===== src/rtl/eee_lpi_pkg.sv =====
package eee_lpi_pkg;

    localparam logic [7:0] OFS_CTRL  = 8'h30;
    localparam logic [7:0] OFS_TIMER = 8'h34;
    localparam logic [7:0] OFS_ISR   = 8'h38;

    localparam int LS_W         = 11;
    localparam int TW_W         = 16;
    localparam int LS_RESET     = 1000;
    localparam int TW_RESET     = 0;
    localparam int ISR_LPI_BIT  = 10;

    typedef enum logic [1:0] {
        TX_ACTIVE = 2'd0,
        TX_SLEEP  = 2'd1,
        TX_WAKE   = 2'd2
    } tx_state_e;

    // Ordered to match word bits 19..16
    typedef struct packed {
        logic auto_en;
        logic link_use;
        logic link_sw;
        logic lpi_en;
    } lpi_ctrl_t;

    // Ordered to match word bits 3..0
    typedef struct packed {
        logic rx_leave;
        logic rx_enter;
        logic tx_leave;
        logic tx_enter;
    } lpi_evt_t;

    function automatic logic [31:0] ctrl_word(lpi_ctrl_t c, logic rx_live,
                                              logic tx_live, lpi_evt_t e);
        logic [31:0] w;
        w          = '0;
        w[19:16]   = c;
        w[9]       = rx_live;
        w[8]       = tx_live;
        w[3:0]     = e;
        return w;
    endfunction

    function automatic logic [31:0] timer_word(logic [LS_W-1:0] ls,
                                               logic [TW_W-1:0] tw);
        logic [31:0] w;
        w                 = '0;
        w[16 +: LS_W]     = ls;
        w[TW_W-1:0]       = tw;
        return w;
    endfunction

endpackage


===== src/rtl/eee_lpi_regs.sv =====
module eee_lpi_regs
    import eee_lpi_pkg::*;
(
    input  logic              clk,
    input  logic              rst,
    input  logic              wr_en,
    input  logic              rd_en,
    input  logic [7:0]        addr,
    input  logic [31:0]       wdata,
    output logic [31:0]       rdata,
    input  lpi_evt_t          new_evt,
    input  logic              rx_live,
    input  logic              tx_live,
    output lpi_ctrl_t         ctrl,
    output logic [LS_W-1:0]   ls_val,
    output logic [TW_W-1:0]   tw_val,
    output logic              irq
);
    lpi_evt_t evt_q;
    logic     rd_ctrl;
    logic [31:0] isr_word;

    assign rd_ctrl = rd_en && (addr == OFS_CTRL);

    always_comb begin
        isr_word = '0;
        isr_word[ISR_LPI_BIT] = |evt_q;
    end

    always_ff @(posedge clk) begin
        if (rst) begin
            ctrl   <= '0;
            ls_val <= LS_W'(LS_RESET);
            tw_val <= TW_W'(TW_RESET);
        end else if (wr_en) begin
            if (addr == OFS_CTRL) begin
                ctrl <= lpi_ctrl_t'(wdata[19:16]);
            end else if (addr == OFS_TIMER) begin
                ls_val <= wdata[16 +: LS_W];
                tw_val <= wdata[TW_W-1:0];
            end
        end
    end

    // New events win over the read-clear on the same edge
    always_ff @(posedge clk) begin
        if (rst) begin
            evt_q <= '0;
        end else begin
            evt_q <= (rd_ctrl ? lpi_evt_t'('0) : evt_q) | new_evt;
        end
    end

    always_ff @(posedge clk) begin
        if (rst) begin
            rdata <= '0;
        end else if (rd_en) begin
            case (addr)
                OFS_CTRL:  rdata <= ctrl_word(ctrl, rx_live, tx_live, evt_q);
                OFS_TIMER: rdata <= timer_word(ls_val, tw_val);
                OFS_ISR:   rdata <= isr_word;
                default:   rdata <= '0;
            endcase
        end
    end

    assign irq = |evt_q;

endmodule


===== src/rtl/eee_lpi_linkwin.sv =====
module eee_lpi_linkwin
    import eee_lpi_pkg::*;
#(
    parameter int US_PER_MS = 1000
) (
    input  logic            clk,
    input  logic            rst,
    input  logic            us_tick,
    input  logic            link_ok,
    input  logic [LS_W-1:0] ls_val,
    output logic            link_stable
);
    localparam int PRE_W = (US_PER_MS > 1) ? $clog2(US_PER_MS) : 1;
    localparam logic [PRE_W-1:0] PRE_LAST = PRE_W'(US_PER_MS - 1);

    logic [PRE_W-1:0] pre_q;
    logic [LS_W-1:0]  ms_q;
    logic             ms_tick;

    assign ms_tick = link_ok && us_tick && (pre_q == PRE_LAST);

    always_ff @(posedge clk) begin
        if (rst || !link_ok) begin
            pre_q <= '0;
        end else if (us_tick) begin
            pre_q <= (pre_q == PRE_LAST) ? '0 : pre_q + 1'b1;
        end
    end

    always_ff @(posedge clk) begin
        if (rst || !link_ok) begin
            ms_q <= '0;
        end else if (ms_tick && (ms_q < ls_val)) begin
            ms_q <= ms_q + 1'b1;
        end
    end

    assign link_stable = link_ok && (ms_q >= ls_val);

endmodule


===== src/rtl/eee_lpi_txfsm.sv =====
module eee_lpi_txfsm
    import eee_lpi_pkg::*;
(
    input  logic            clk,
    input  logic            rst,
    input  logic            us_tick,
    input  lpi_ctrl_t       ctrl,
    input  logic            tx_idle,
    input  logic            tx_pending,
    input  logic            link_stable,
    input  logic [TW_W-1:0] tw_val,
    output logic            tx_lpi,
    output logic            tx_ready,
    output logic            evt_enter,
    output logic            evt_leave
);
    tx_state_e       st_q, st_d;
    logic [TW_W-1:0] wait_q;
    logic            go_sleep, go_wake, wait_done;

    assign go_sleep  = ctrl.lpi_en && ctrl.auto_en && tx_idle &&
                       !tx_pending && link_stable;
    assign go_wake   = tx_pending || !ctrl.lpi_en;
    assign wait_done = us_tick && (wait_q == tw_val - 1'b1);

    always_comb begin
        st_d = st_q;
        unique case (st_q)
            TX_ACTIVE: if (go_sleep) st_d = TX_SLEEP;
            TX_SLEEP:  if (go_wake)  st_d = (tw_val == '0) ? TX_ACTIVE : TX_WAKE;
            TX_WAKE:   if (wait_done) st_d = TX_ACTIVE;
            default:   st_d = TX_ACTIVE;
        endcase
    end

    always_ff @(posedge clk) begin
        if (rst) begin
            st_q <= TX_ACTIVE;
        end else begin
            st_q <= st_d;
        end
    end

    always_ff @(posedge clk) begin
        if (rst || st_q != TX_WAKE) begin
            wait_q <= '0;
        end else if (us_tick) begin
            wait_q <= wait_q + 1'b1;
        end
    end

    assign evt_enter = (st_q == TX_ACTIVE) && (st_d == TX_SLEEP);
    assign evt_leave = (st_q == TX_SLEEP)  && (st_d != TX_SLEEP);
    assign tx_lpi    = (st_q == TX_SLEEP);
    assign tx_ready  = (st_q == TX_ACTIVE);

endmodule


===== src/rtl/eee_lpi_rxmon.sv =====
module eee_lpi_rxmon (
    input  logic clk,
    input  logic rst,
    input  logic rx_lpi_in,
    output logic rx_live,
    output logic evt_enter,
    output logic evt_leave
);
    always_ff @(posedge clk) begin
        if (rst) begin
            rx_live <= 1'b0;
        end else begin
            rx_live <= rx_lpi_in;
        end
    end

    assign evt_enter = rx_lpi_in && !rx_live;
    assign evt_leave = !rx_lpi_in && rx_live;

endmodule


===== src/rtl/eee_lpi_ctrl.sv =====
module eee_lpi_ctrl
    import eee_lpi_pkg::*;
#(
    parameter int US_PER_MS = 1000
) (
    input  logic        clk,
    input  logic        rst,
    input  logic        reg_wr_en,
    input  logic        reg_rd_en,
    input  logic [7:0]  reg_addr,
    input  logic [31:0] reg_wdata,
    output logic [31:0] reg_rdata,
    input  logic        tx_idle,
    input  logic        tx_pending,
    input  logic        phy_link_good,
    input  logic        rx_lpi_in,
    input  logic        us_tick,
    output logic        tx_lpi_out,
    output logic        tx_ready,
    output logic        lpi_irq
);
    lpi_ctrl_t       ctrl;
    lpi_evt_t        evt;
    logic [LS_W-1:0] ls_val;
    logic [TW_W-1:0] tw_val;
    logic            link_ok, link_stable, rx_live;
    logic            tx_in, tx_out, rx_in, rx_out;

    assign link_ok = phy_link_good && (!ctrl.link_use || ctrl.link_sw);

    always_comb begin
        evt          = '0;
        evt.tx_enter = tx_in;
        evt.tx_leave = tx_out;
        evt.rx_enter = rx_in;
        evt.rx_leave = rx_out;
    end

    eee_lpi_regs u_regs (
        .clk(clk), .rst(rst),
        .wr_en(reg_wr_en), .rd_en(reg_rd_en), .addr(reg_addr),
        .wdata(reg_wdata), .rdata(reg_rdata),
        .new_evt(evt), .rx_live(rx_live), .tx_live(tx_lpi_out),
        .ctrl(ctrl), .ls_val(ls_val), .tw_val(tw_val), .irq(lpi_irq)
    );

    eee_lpi_linkwin #(.US_PER_MS(US_PER_MS)) u_linkwin (
        .clk(clk), .rst(rst), .us_tick(us_tick), .link_ok(link_ok),
        .ls_val(ls_val), .link_stable(link_stable)
    );

    eee_lpi_txfsm u_txfsm (
        .clk(clk), .rst(rst), .us_tick(us_tick), .ctrl(ctrl),
        .tx_idle(tx_idle), .tx_pending(tx_pending),
        .link_stable(link_stable), .tw_val(tw_val),
        .tx_lpi(tx_lpi_out), .tx_ready(tx_ready),
        .evt_enter(tx_in), .evt_leave(tx_out)
    );

    eee_lpi_rxmon u_rxmon (
        .clk(clk), .rst(rst), .rx_lpi_in(rx_lpi_in),
        .rx_live(rx_live), .evt_enter(rx_in), .evt_leave(rx_out)
    );

endmodule


===== config.mk =====
export PLATFORM = sky130hd
export DESIGN_NAME = eee_lpi_ctrl
export DESIGN_NICKNAME = d
export VERILOG_FILES = /design/src/rtl/eee_lpi_pkg.sv /design/src/rtl/eee_lpi_regs.sv /design/src/rtl/eee_lpi_linkwin.sv /design/src/rtl/eee_lpi_txfsm.sv /design/src/rtl/eee_lpi_rxmon.sv /design/src/rtl/eee_lpi_ctrl.sv
export SDC_FILE = /design/constraint.sdc
export NUM_CORES = 1
export LEC_CHECK = 0
export BUFFER_PORTS_ARGS = -buffer_cell sky130_fd_sc_hd__buf_2
export CELL_PAD_IN_SITES_DETAIL_PLACEMENT = 0
export CELL_PAD_IN_SITES_GLOBAL_PLACEMENT = 2
export CORE_MARGIN = 10
export CORE_UTILIZATION = 37
export DETAILED_ROUTE_END_ITERATION = 7
export PLACE_DENSITY_LB_ADDON = 0.3
export SETUP_SLACK_MARGIN = 0.3
export SYNTH_ARGS = -nofsm -noshare
export SYNTH_HDL_FRONTEND = slang
export SYNTH_HIERARCHICAL = 1
export SYNTH_SLANG_ARGS = --single-unit

===== constraint.sdc =====
create_clock -name clk -period 6.08 [get_ports clk]
set_clock_uncertainty 0.05 [all_clocks]
set_input_delay 1.216 -clock clk [delete_from_list [all_inputs] [get_ports clk]]
set_output_delay 1.216 -clock clk [all_outputs]
set_load 0.02 [all_outputs]

==> run_results.csv, run 1 <==
group,metric,value,unit
die,fp.coreArea,14500,um^2
global_routing,grt_pass1_wl,22.1,mm
die,row_count,44,
timing,finalMaxSlewViolations,0,
logic_synthesis,ys_types,58,
logic_synthesis,avgSynthCellArea,8.77,um^2
timing,hold_viol,0,
clock_tree,insertion_delay,0.35,ns
critical_path,endpoint_kind,"flop",
die,initial_core_util,37.9,%
clock_tree,cts_tree,"done",
outcome,outcome,"finished, final reports clean",
logic_synthesis,synth-edff-count,0,
critical_path,cp_cell_sequence,"buf_2 -> nor4b_4 -> and3_1 -> buf_4 -> mux2i_1",
timing,finalCritPeriodShare,55.3,%
clock_tree,cts_buffers,9,
layout,final_cells,865,
clock_tree,cts_resized,0,
clock_tree,postCtsSetupRepairBufs,0,
timing,period_minus_slack,3.36,ns
timing,slew-limit-headroom,21.6,%
critical_path,critPathKind,"primary input to flop",
clock_tree,path_clk_slew,0.07,ns
power,finalPower,1.35,mW
detailed_routing,first_iter_violations,292,
detailed_routing,ant_nets,0,
global_routing,grt_pass1_vias,4352,
timing,worstMarginPinSlew,1.17,ns
run,maxCapViolCount,0,
critical_path,slowest_delay,0.81,ns
critical_path,critical-path-slowest-cell,"nor4b_4",
layout,area_growth,13.1,%
power,vdd.ir_drop.worst,0.000128,V
layout,fin_area,6220,um^2
die,die_h,142,um
die,die_area,20200,um^2
global_routing,antenna_found_initial,0,
hold_path,hp-class,"flop to flop",
detailed_routing,vias_per_cell,5.23,
timing,fmax,298,MHz
critical_path,crit_buf_inv,2,
place,numPlacedInstances,849,
global_routing,grt_max_degree,63,
logic_synthesis,netlist_area,5510,um^2
place,dp_worst_setup_slack,2.37,ns
layout,nNetsFinal,740,
timing,setup_tns,0,ns
critical_path,cp_max_fo,19,
layout,seq_area,2040,um^2
logic_synthesis,syn_inst,628,
power,p_leak,2.42,nW
place,place.gp.congestion,0.844,
detailed_routing,drcViolationCount,0,
detailed_routing,first_pass_iters,5,
clock_tree,cts-root-buf,"clkbuf_16",
detailed_routing,routedWlPerCell,15.9,um
logic_synthesis,ys_warn_count,6,
detailed_routing,routed-via-count,4525,
clock_tree,htreeDepth,3,
layout,diodes,0,
global_routing,grt.overflow.total,0,
detailed_routing,drt-total-wl,13.7,mm
global_routing,grt_usage,13.3,%
logic_synthesis,ys_seq_area_share,37.1,%
die,dieWidth,142,um
critical_path,crit_family,"simple AND/OR/NAND/NOR gates",
critical_path,worst_ep_arrival_time,3.58,ns
logic_synthesis,synth_ff_type,"dfxtp_1",
layout,fill_cells,1475,
timing,setup_viol,0,
clock_tree,postCtsHoldBufs,0,
timing,fin_ws,2.72,ns
critical_path,start_kind,"primary input",
logic_synthesis,synthArstFlopShare,0,%
layout,layout-drive-gt1-share,16.4,%
power,power_density,216,nW/um^2
place,placed_cell_area,5920,um^2
critical_path,cp_data_required_time,6.30,ns
place,port_buffers,73,
logic_synthesis,ys_ff_latch,102,
place,hpwl,10.1,mm
clock_tree,cts_max_path_buffers,2,
die,ioPinCount,84,
layout,multi_input_area,3190,um^2
timing,rsz0062_at_grt,"no",
clock_tree,clock_sinks,102,
-- flip-flops by register name (all words and copies together) (netlist names), 4 cells and up --
signal	count
u_linkwin/ms_q	11
u_linkwin/pre_q	10
u_regs/ctrl	4
u_regs/evt_q	4
u_regs/ls_val	11
u_regs/rdata	27
u_regs/tw_val	16
u_txfsm/wait_q	16
-- cell usage after synthesis (all sizes together) (2+ instances only) --
cell    number  area [um^2]
nand4       40          250
nor2b       11         68.8
dfxtp      102         2040
xnor2       18          158
or3          4         25.0
ha          15          188
nand2       19         73.8
nor4b        2         38.8
o211ai       2         15.0
mux2        10          113
buf         16          135
a21o         2         15.0
a21oi       48          240
o21ai        8         40.0
nand2b      71          444
nor4         2         27.5
nor3b        4         30.0
mux2i       29          290
nand3       20          100
nor3         9         50.1
a31oi        7         43.8
nand3b       2         15.0
o31ai       15          113
or4         10         75.1
nand4b       2         17.5
or3b         2         17.5
xor2        24          210
a31o         2         17.5
nor2        54          203
and4         5         43.8
o21bai       4         30.0
clkbuf      27          101
and3        10         62.6
inv         18         67.6
-- cell families after synthesis --
logic type	Yosys count	share of synthesized area, %
and+or+nand+nor	271	28.8
DFF	102	37.1
AOI/OAI and AO/OA	96	10.7
buffers and inverters	61	5.52
xor gates and xnor gates	43	7.11
muxes	39	7.32
adders and majority gates	15	3.41
other	1	0.0681
-- tightest hold or removal path: stages (launching register included) --
cell and delay, ns:
dfxtp_1 0.31, nand2b_1 0.06, a21oi_1 0.05
-- worst paths after layout --
kind / startpoint / to / slack [ns] / depth (start not counted)
worst max-delay path: reg_addr[2] / u_regs/tw_val[8] / 2.72 / 5
worst min-delay path: u_regs/rdata[4] / u_regs/rdata[4] / 0.42 / 2
worst max register to register: u_regs/ls_val[6] / u_regs/evt_q[0] / 3.16 / 12
worst min register to register: u_regs/rdata[4] / u_regs/rdata[4] / 0.42 / 2
-- layout make-up --
type                       instances  area share [%]
multi-input combinational        469            51.2
sequential                       102            32.8
clock inverter                     6            1.11
clock buffer                      10            3.84
tap                              184            3.70
inverter                          18            1.09
timing repair buffer              76            6.23
-- metal layers --
layer	wire length, um	share of wire, %	GRT usage (%)	vias up
met1	7120	52	18.7	2117
met3	607	4.4	2.90	10
met2	5850	43	19.7	88
li1	-	-	-	2310
met5	0	0	0	-
met4	157	1.1	4.20	0
-- power by group --
group          switching [mW]  internal [mW]
Combinational          0.0441         0.0306
Clock                   0.268          0.334
Sequential            0.00174          0.669
Total                   0.314           1.03
-- cells in the final DEF, fill, tap and decap left out, types with 5 or more instances in the layout --
cell and count:
nand4_1 40, a21oi_1 48, o21ai_0 6, xor2_1 24
conb_1 5, ha_1 15, nand2b_1 71, xnor2_1 18
mux2_2 10, and4_1 5, a31oi_1 7, and3_1 10
buf_2 73, nor2_1 54, clkbuf_16 9, nor2b_1 11
mux2i_1 29, or4_1 10, nand2_1 18, nor3_1 8
nand3_1 20, inv_1 18, dfxtp_1 102, o31ai_1 15
-- per-stage QoR --
stage,hold slack (ns),util (%)
2_1_floorplan,0.400,-
3_3_place_gp,0.404,40.7
3_5_place_dp,0.406,40.7
4_1_cts,0.418,42.8
5_1_grt,0.433,42.8
6_report,0.415,42.8
Note: power is estimated with default switching activity, not from simulation.
==> inputs of run 2 (changes only) <==
Settings changed: CORE_UTILIZATION 37 to 35.
Clock period 6.08 ns to 3.2 ns, I/O delays scaled along.
==> run_results.csv, run 2 (synthesis gave the netlist of run 1 again) <==
group,metric,value,unit
die,ioPinCount,84,
run,maxCapViolCount,0,
power,power_density,409,nW/um^2
place,port_buffers,73,
critical_path,worst_ep_arrival_time,2.66,ns
detailed_routing,highest_layer,"met4",
critical_path,cp_data_required_time,3.37,ns
power,p_leak,2.44,nW
place,hpwl,10.2,mm
power,vdd.ir_drop.worst,0.000259,V
timing,finalMaxSlewViolations,0,
detailed_routing,vias_per_cell,5.04,
die,row_count,45,
clock_tree,path_clk_slew,0.07,ns
clock_tree,postCtsHoldBufs,0,
layout,layout_commonest_cell,"dfxtp_1",
critical_path,endpoint_kind,"flop",
die,fp.coreArea,15300,um^2
layout,layout-drive-gt1-share,16.9,%
clock_tree,cts-root-buf,"clkbuf_16",
clock_tree,postCtsSetupRepairBufs,0,
critical_path,regToRegStartpoint,"u_regs/ls_val[6]",
clock_tree,cts_buffers,9,
detailed_routing,routed-via-count,4520,
detailed_routing,ant_nets,0,
die,die_area,21100,um^2
detailed_routing,m1WireLength,7.49,mm
timing,setup_viol,0,
detailed_routing,routedWlPerCell,15.6,um
timing,finalCritPeriodShare,77.6,%
timing,worstMarginPinSlew,0.840,ns
global_routing,grt_pass1_wl,22.8,mm
detailed_routing,drcViolationCount,0,
clock_tree,clock_sinks,102,
hold_path,hp-class,"flop to flop",
global_routing,grt_pass1_vias,4349,
detailed_routing,drt-total-wl,14.0,mm
outcome,outcome,"finished, final reports clean",
detailed_routing,first_pass_iters,4,
clock_tree,cts_tree,"done",
layout,fill_cells,1544,
critical_path,critPathKind,"flop to flop",
critical_path,start_kind,"flop",
layout,area_growth,14.3,%
critical_path,cp_max_fo,3,
clock_tree,cts_resized,0,
place,place.gp.congestion,0.807,
timing,hold_viol,0,
detailed_routing,wl_met3,640,um
global_routing,grt.overflow.total,0,
critical_path,crit_path_start,"u_regs/ls_val[6]",
timing,setup_tns,0,ns
die,initial_core_util,35.9,%
detailed_routing,dr_wl_met2,5.74,mm
timing,whs,0.418,ns
timing,period_minus_slack,2.48,ns
layout,largest_reg_flops,27,
clock_tree,htreeDepth,3,
timing,fmax,403,MHz
clock_tree,cts_max_path_buffers,2,
die,dieWidth,145,um
clock_tree,insertion_delay,0.35,ns
timing,slew-limit-headroom,44.0,%
layout,mostFrequentLayoutCells,"102 x dfxtp_1, 73 x buf_2, 71 x nand2b_1",
die,die_h,145,um
layout,regMostFlops,"u_regs/rdata",
global_routing,grt_usage,13.0,%
hold_path,hold_start,"u_regs/rdata[21]",
layout,top_regs,"u_regs/rdata x27, u_regs/tw_val x16, u_txfsm/wait_q x16",
layout,nNetsFinal,744,
timing,rsz0062_at_grt,"no",
global_routing,antenna_found_initial,0,
global_routing,grt_max_degree,59,
layout,diodes,0,
detailed_routing,first_iter_violations,354,
run 2: area by class of cell:
cell class	count	area [um^2]	share of cell area (%)
clock buffers	10	239	3.80
multi-input cells	469	3190	50.7
flip-flops and latches	102	2040	32.4
clock inverters	6	75.1	1.19
inverters	18	67.6	1.07
well taps	211	264	4.19
repair buffers	80	418	6.64
run 2: final timing paths:
path                           end  slack (ns)  cells after the start
setup / recovery   u_regs/evt_q[0]        0.72                     12
hold / removal    u_regs/rdata[21]        0.42                      2
setup reg to reg   u_regs/evt_q[0]        0.72                     12
hold reg to reg   u_regs/rdata[21]        0.42                      2
run 2: worst max-delay path, stage by stage (launching register included):
cell,delay (ns)
dfxtp_1,0.37
inv_1,0.06
ha_1,0.31
a211oi_2,0.21
o21ai_1,0.09
a221o_1,0.32
a21oi_1,0.13
nor2b_1,0.05
and3_1,0.18
o21ai_0,0.20
nor3_1,0.10
nor3b_1,0.18
a31oi_1,0.10
run 2: layer usage:
metal	track usage, %	up-vias
li1	-	2323
met1	18.9	2094
met2	18.2	91
met3	3.51	12
met4	3.44	0
met5	0	-
run 2: per-stage QoR:
stage | std cells | worst slack, ns | utilization, % | total power [mW] | area (um^2)
2_1_floorplan | 632 | 0.764 | - | 1.40 | 5520
3_3_place_gp | 880 | 0.758 | 39.1 | 1.45 | 5980
3_5_place_dp | 880 | 0.755 | 39.1 | 1.45 | 5980
4_1_cts | 896 | 0.720 | 41.1 | 2.62 | 6290
5_1_grt | 896 | 0.462 | 41.1 | 2.68 | 6290
6_report | 896 | 0.718 | 41.1 | 2.57 | 6290
run 2: where the power goes:
group / internal (mW) / switching [mW] / leakage [nW]
registers: 1.27 / 0.00337 / 0.822
logic: 0.0596 / 0.0847 / 1.47
clock network: 0.640 / 0.513 / 0.152
==> inputs of run 3 (changes only) <==
Settings changed: CORE_UTILIZATION 35 to 31.
Clock period 3.2 ns to 2.1 ns, I/O delays scaled along.
==> run_results.csv, run 3 (synthesis gave the netlist of run 1 again) <==
group,metric,value,unit
detailed_routing,routedWlPerCell,15.9,um
timing,fmax,446,MHz
global_routing,grt_pass1_wl,25.3,mm
detailed_routing,wl_met3,502,um
hold_path,hp-class,"primary input to flop",
critical_path,critPathKind,"flop to flop",
clock_tree,cts_buffers,9,
critical_path,crit_family,"compound AO/OA/AOI/OAI gates",
timing,rsz0062_at_grt,"yes",
global_routing,grt_max_degree,42,
critical_path,endpoint_kind,"flop",
timing,finalMaxSlewViolations,0,
place,hpwl,11.2,mm
die,die_h,153,um
outcome,failed_checks,"setup timing",
layout,regMostFlops,"u_regs/rdata",
detailed_routing,highest_layer,"met4",
die,fp.coreArea,17400,um^2
power,p_leak,2.83,nW
global_routing,grt_pass1_vias,4781,
run,maxCapViolCount,0,
global_routing,grt.overflow.total,0,
power,switchingPower,0.948,mW
layout,top_regs,"u_regs/rdata x27, u_regs/tw_val x16, u_txfsm/wait_q x16",
detailed_routing,first_pass_iters,4,
power,comb_power_share,6.3,%
detailed_routing,drcViolationCount,0,
critical_path,timing.reg2reg.setup_slack,-0.14,ns
power,clockPowerShare,43.3,%
timing,setup_viol,11,
place,port_buffers,73,
die,die_area,23500,um^2
timing,hold_viol,0,
detailed_routing,drt-total-wl,15.4,mm
clock_tree,insertion_delay,0.35,ns
detailed_routing,ant_nets,0,
critical_path,slowest_delay,0.46,ns
timing,finalCritPeriodShare,107,%
layout,fill_cells,1734,
detailed_routing,m1WireLength,7.71,mm
critical_path,critical-path-slowest-cell,"or4_1",
power,vdd.ir_drop.worst,0.000411,V
power,p_seq_share,50.5,%
layout,seq_area,2070,um^2
die,row_count,48,
layout,layout-drive-gt1-share,32.5,%
clock_tree,cts_max_path_buffers,2,
critical_path,cp_data_required_time,2.32,ns
power,power_density,536,nW/um^2
global_routing,grt_usage,12.9,%
detailed_routing,first_iter_violations,248,
layout,area_growth,30.3,%
critical_path,crit_buf_inv,3,
critical_path,cp_max_fo,11,
layout,layout_commonest_cell,"dfxtp_1",
outcome,outcome,"finished with violations",
clock_tree,htreeDepth,3,
global_routing,antenna_found_initial,0,
clock_tree,cts_tree,"done",
layout,diodes,0,
layout,mostFrequentLayoutCells,"81 x dfxtp_1, 72 x buf_2, 71 x nand2b_1",
clock_tree,postCtsHoldBufs,0,
critical_path,cp_cell_sequence,"inv_2 -> ha_4 -> a211oi_2 -> o21ai_1 -> a221o_1 -> buf_4 -> buf_6 -> or4_1 -> a21oi_1",
detailed_routing,dr_wl_met2,6.98,mm
timing,setup_tns,-1.02,ns
layout,multi_input_area,3490,um^2
layout,fin_util,41.3,%
timing,fin_ws,-0.140,ns
clock_tree,path_clk_slew,0.08,ns
die,initial_core_util,31.7,%
layout,largest_reg_flops,27,
power,finalPower,3.85,mW
timing,worstMarginPinSlew,0.583,ns
power,p_int,2.90,mW
clock_tree,clock_sinks,102,
clock_tree,cts-root-buf,"clkbuf_16",
die,dieWidth,153,um
die,ioPinCount,84,
place,place.gp.congestion,0.792,
critical_path,worst_ep_arrival_time,2.46,ns
timing,slew-limit-headroom,61.2,%
critical_path,start_kind,"flop",
timing,period_minus_slack,2.24,ns
detailed_routing,vias_per_cell,4.90,
detailed_routing,routed-via-count,4755,
layout,nNetsFinal,804,
power,switching_share,24.6,%
timing,whs,0.269,ns
==> run 3: cell count changes in the layout (fill, tap and decap cells not counted), sizes merged <==
cell	before	now
bufinv	1	0
inv	21	22
buf	80	140
==> run 3: path summary, 6_finish.rpt <==
check                                         end  depth (start not counted)        startpoint
worst max-delay path            u_linkwin/ms_q[9]                          9  u_regs/ls_val[6]
worst min-delay path            u_regs/tw_val[14]                          3     reg_wdata[14]
worst max register to register  u_linkwin/ms_q[9]                          9  u_regs/ls_val[6]
worst min register to register   u_regs/rdata[25]                          2  u_regs/rdata[25]
==> run 3: cell type report <==
cell class	instances	share of cell area [%]
clock buffers	10	3.33
clock inverters	6	0.698
inverters	18	0.942
multi-input cells	469	48.7
flip-flops and latches	102	28.9
well taps	225	3.93
repair buffers	140	13.5
==> run 3: what timing repair did <==
item	in CTS	in global routing
pin swaps	16	7
cloned	3	0
endpoints found under the setup margin	17	17
gates resized for setup	58	21
buffers inserted	6	2
==> run 3: worst reg2reg max path: stages (launching register included) <==
cell and delay [ns]:
dfxtp_2 0.34, inv_2 0.04, ha_4 0.21, a211oi_2 0.19
o21ai_1 0.11, a221o_1 0.35, buf_4 0.15, buf_6 0.13
or4_1 0.46, a21oi_1 0.13
==> run 3: per-layer routing <==
layer | global-route usage [%] | vias up
met1 | 17.3 | 2223
met5 | 0 | -
met2 | 20.1 | 79
li1 | - | 2440
met4 | 4.72 | 0
met3 | 2.22 | 13
==> run 3: power by group through the flow <==
| stage | combinational (mW) | clock [mW] | sequential, mW |
|---|---|---|---|
| floorplan | 0.142 | 0 | 1.99 |
| global placement | 0.232 | 0 | 1.99 |
| detailed placement | 0.234 | 0 | 1.99 |
| CTS | 0.240 | 1.71 | 1.94 |
| global route | 0.265 | 1.78 | 1.94 |
| finish | 0.240 | 1.66 | 1.94 |
==> run 3: stage by stage <==
| stage | area [um^2] | worst slack (ns) | cells |
|---|---|---|---|
| floorplan | 5560 | -0.191 | 632 |
| finish | 7170 | -0.140 | 970 |
| global placement | 6410 | -0.166 | 943 |
| CTS | 7070 | -0.105 | 968 |
| detailed placement | 6410 | -0.237 | 943 |
| global route | 7170 | -0.241 | 970 |
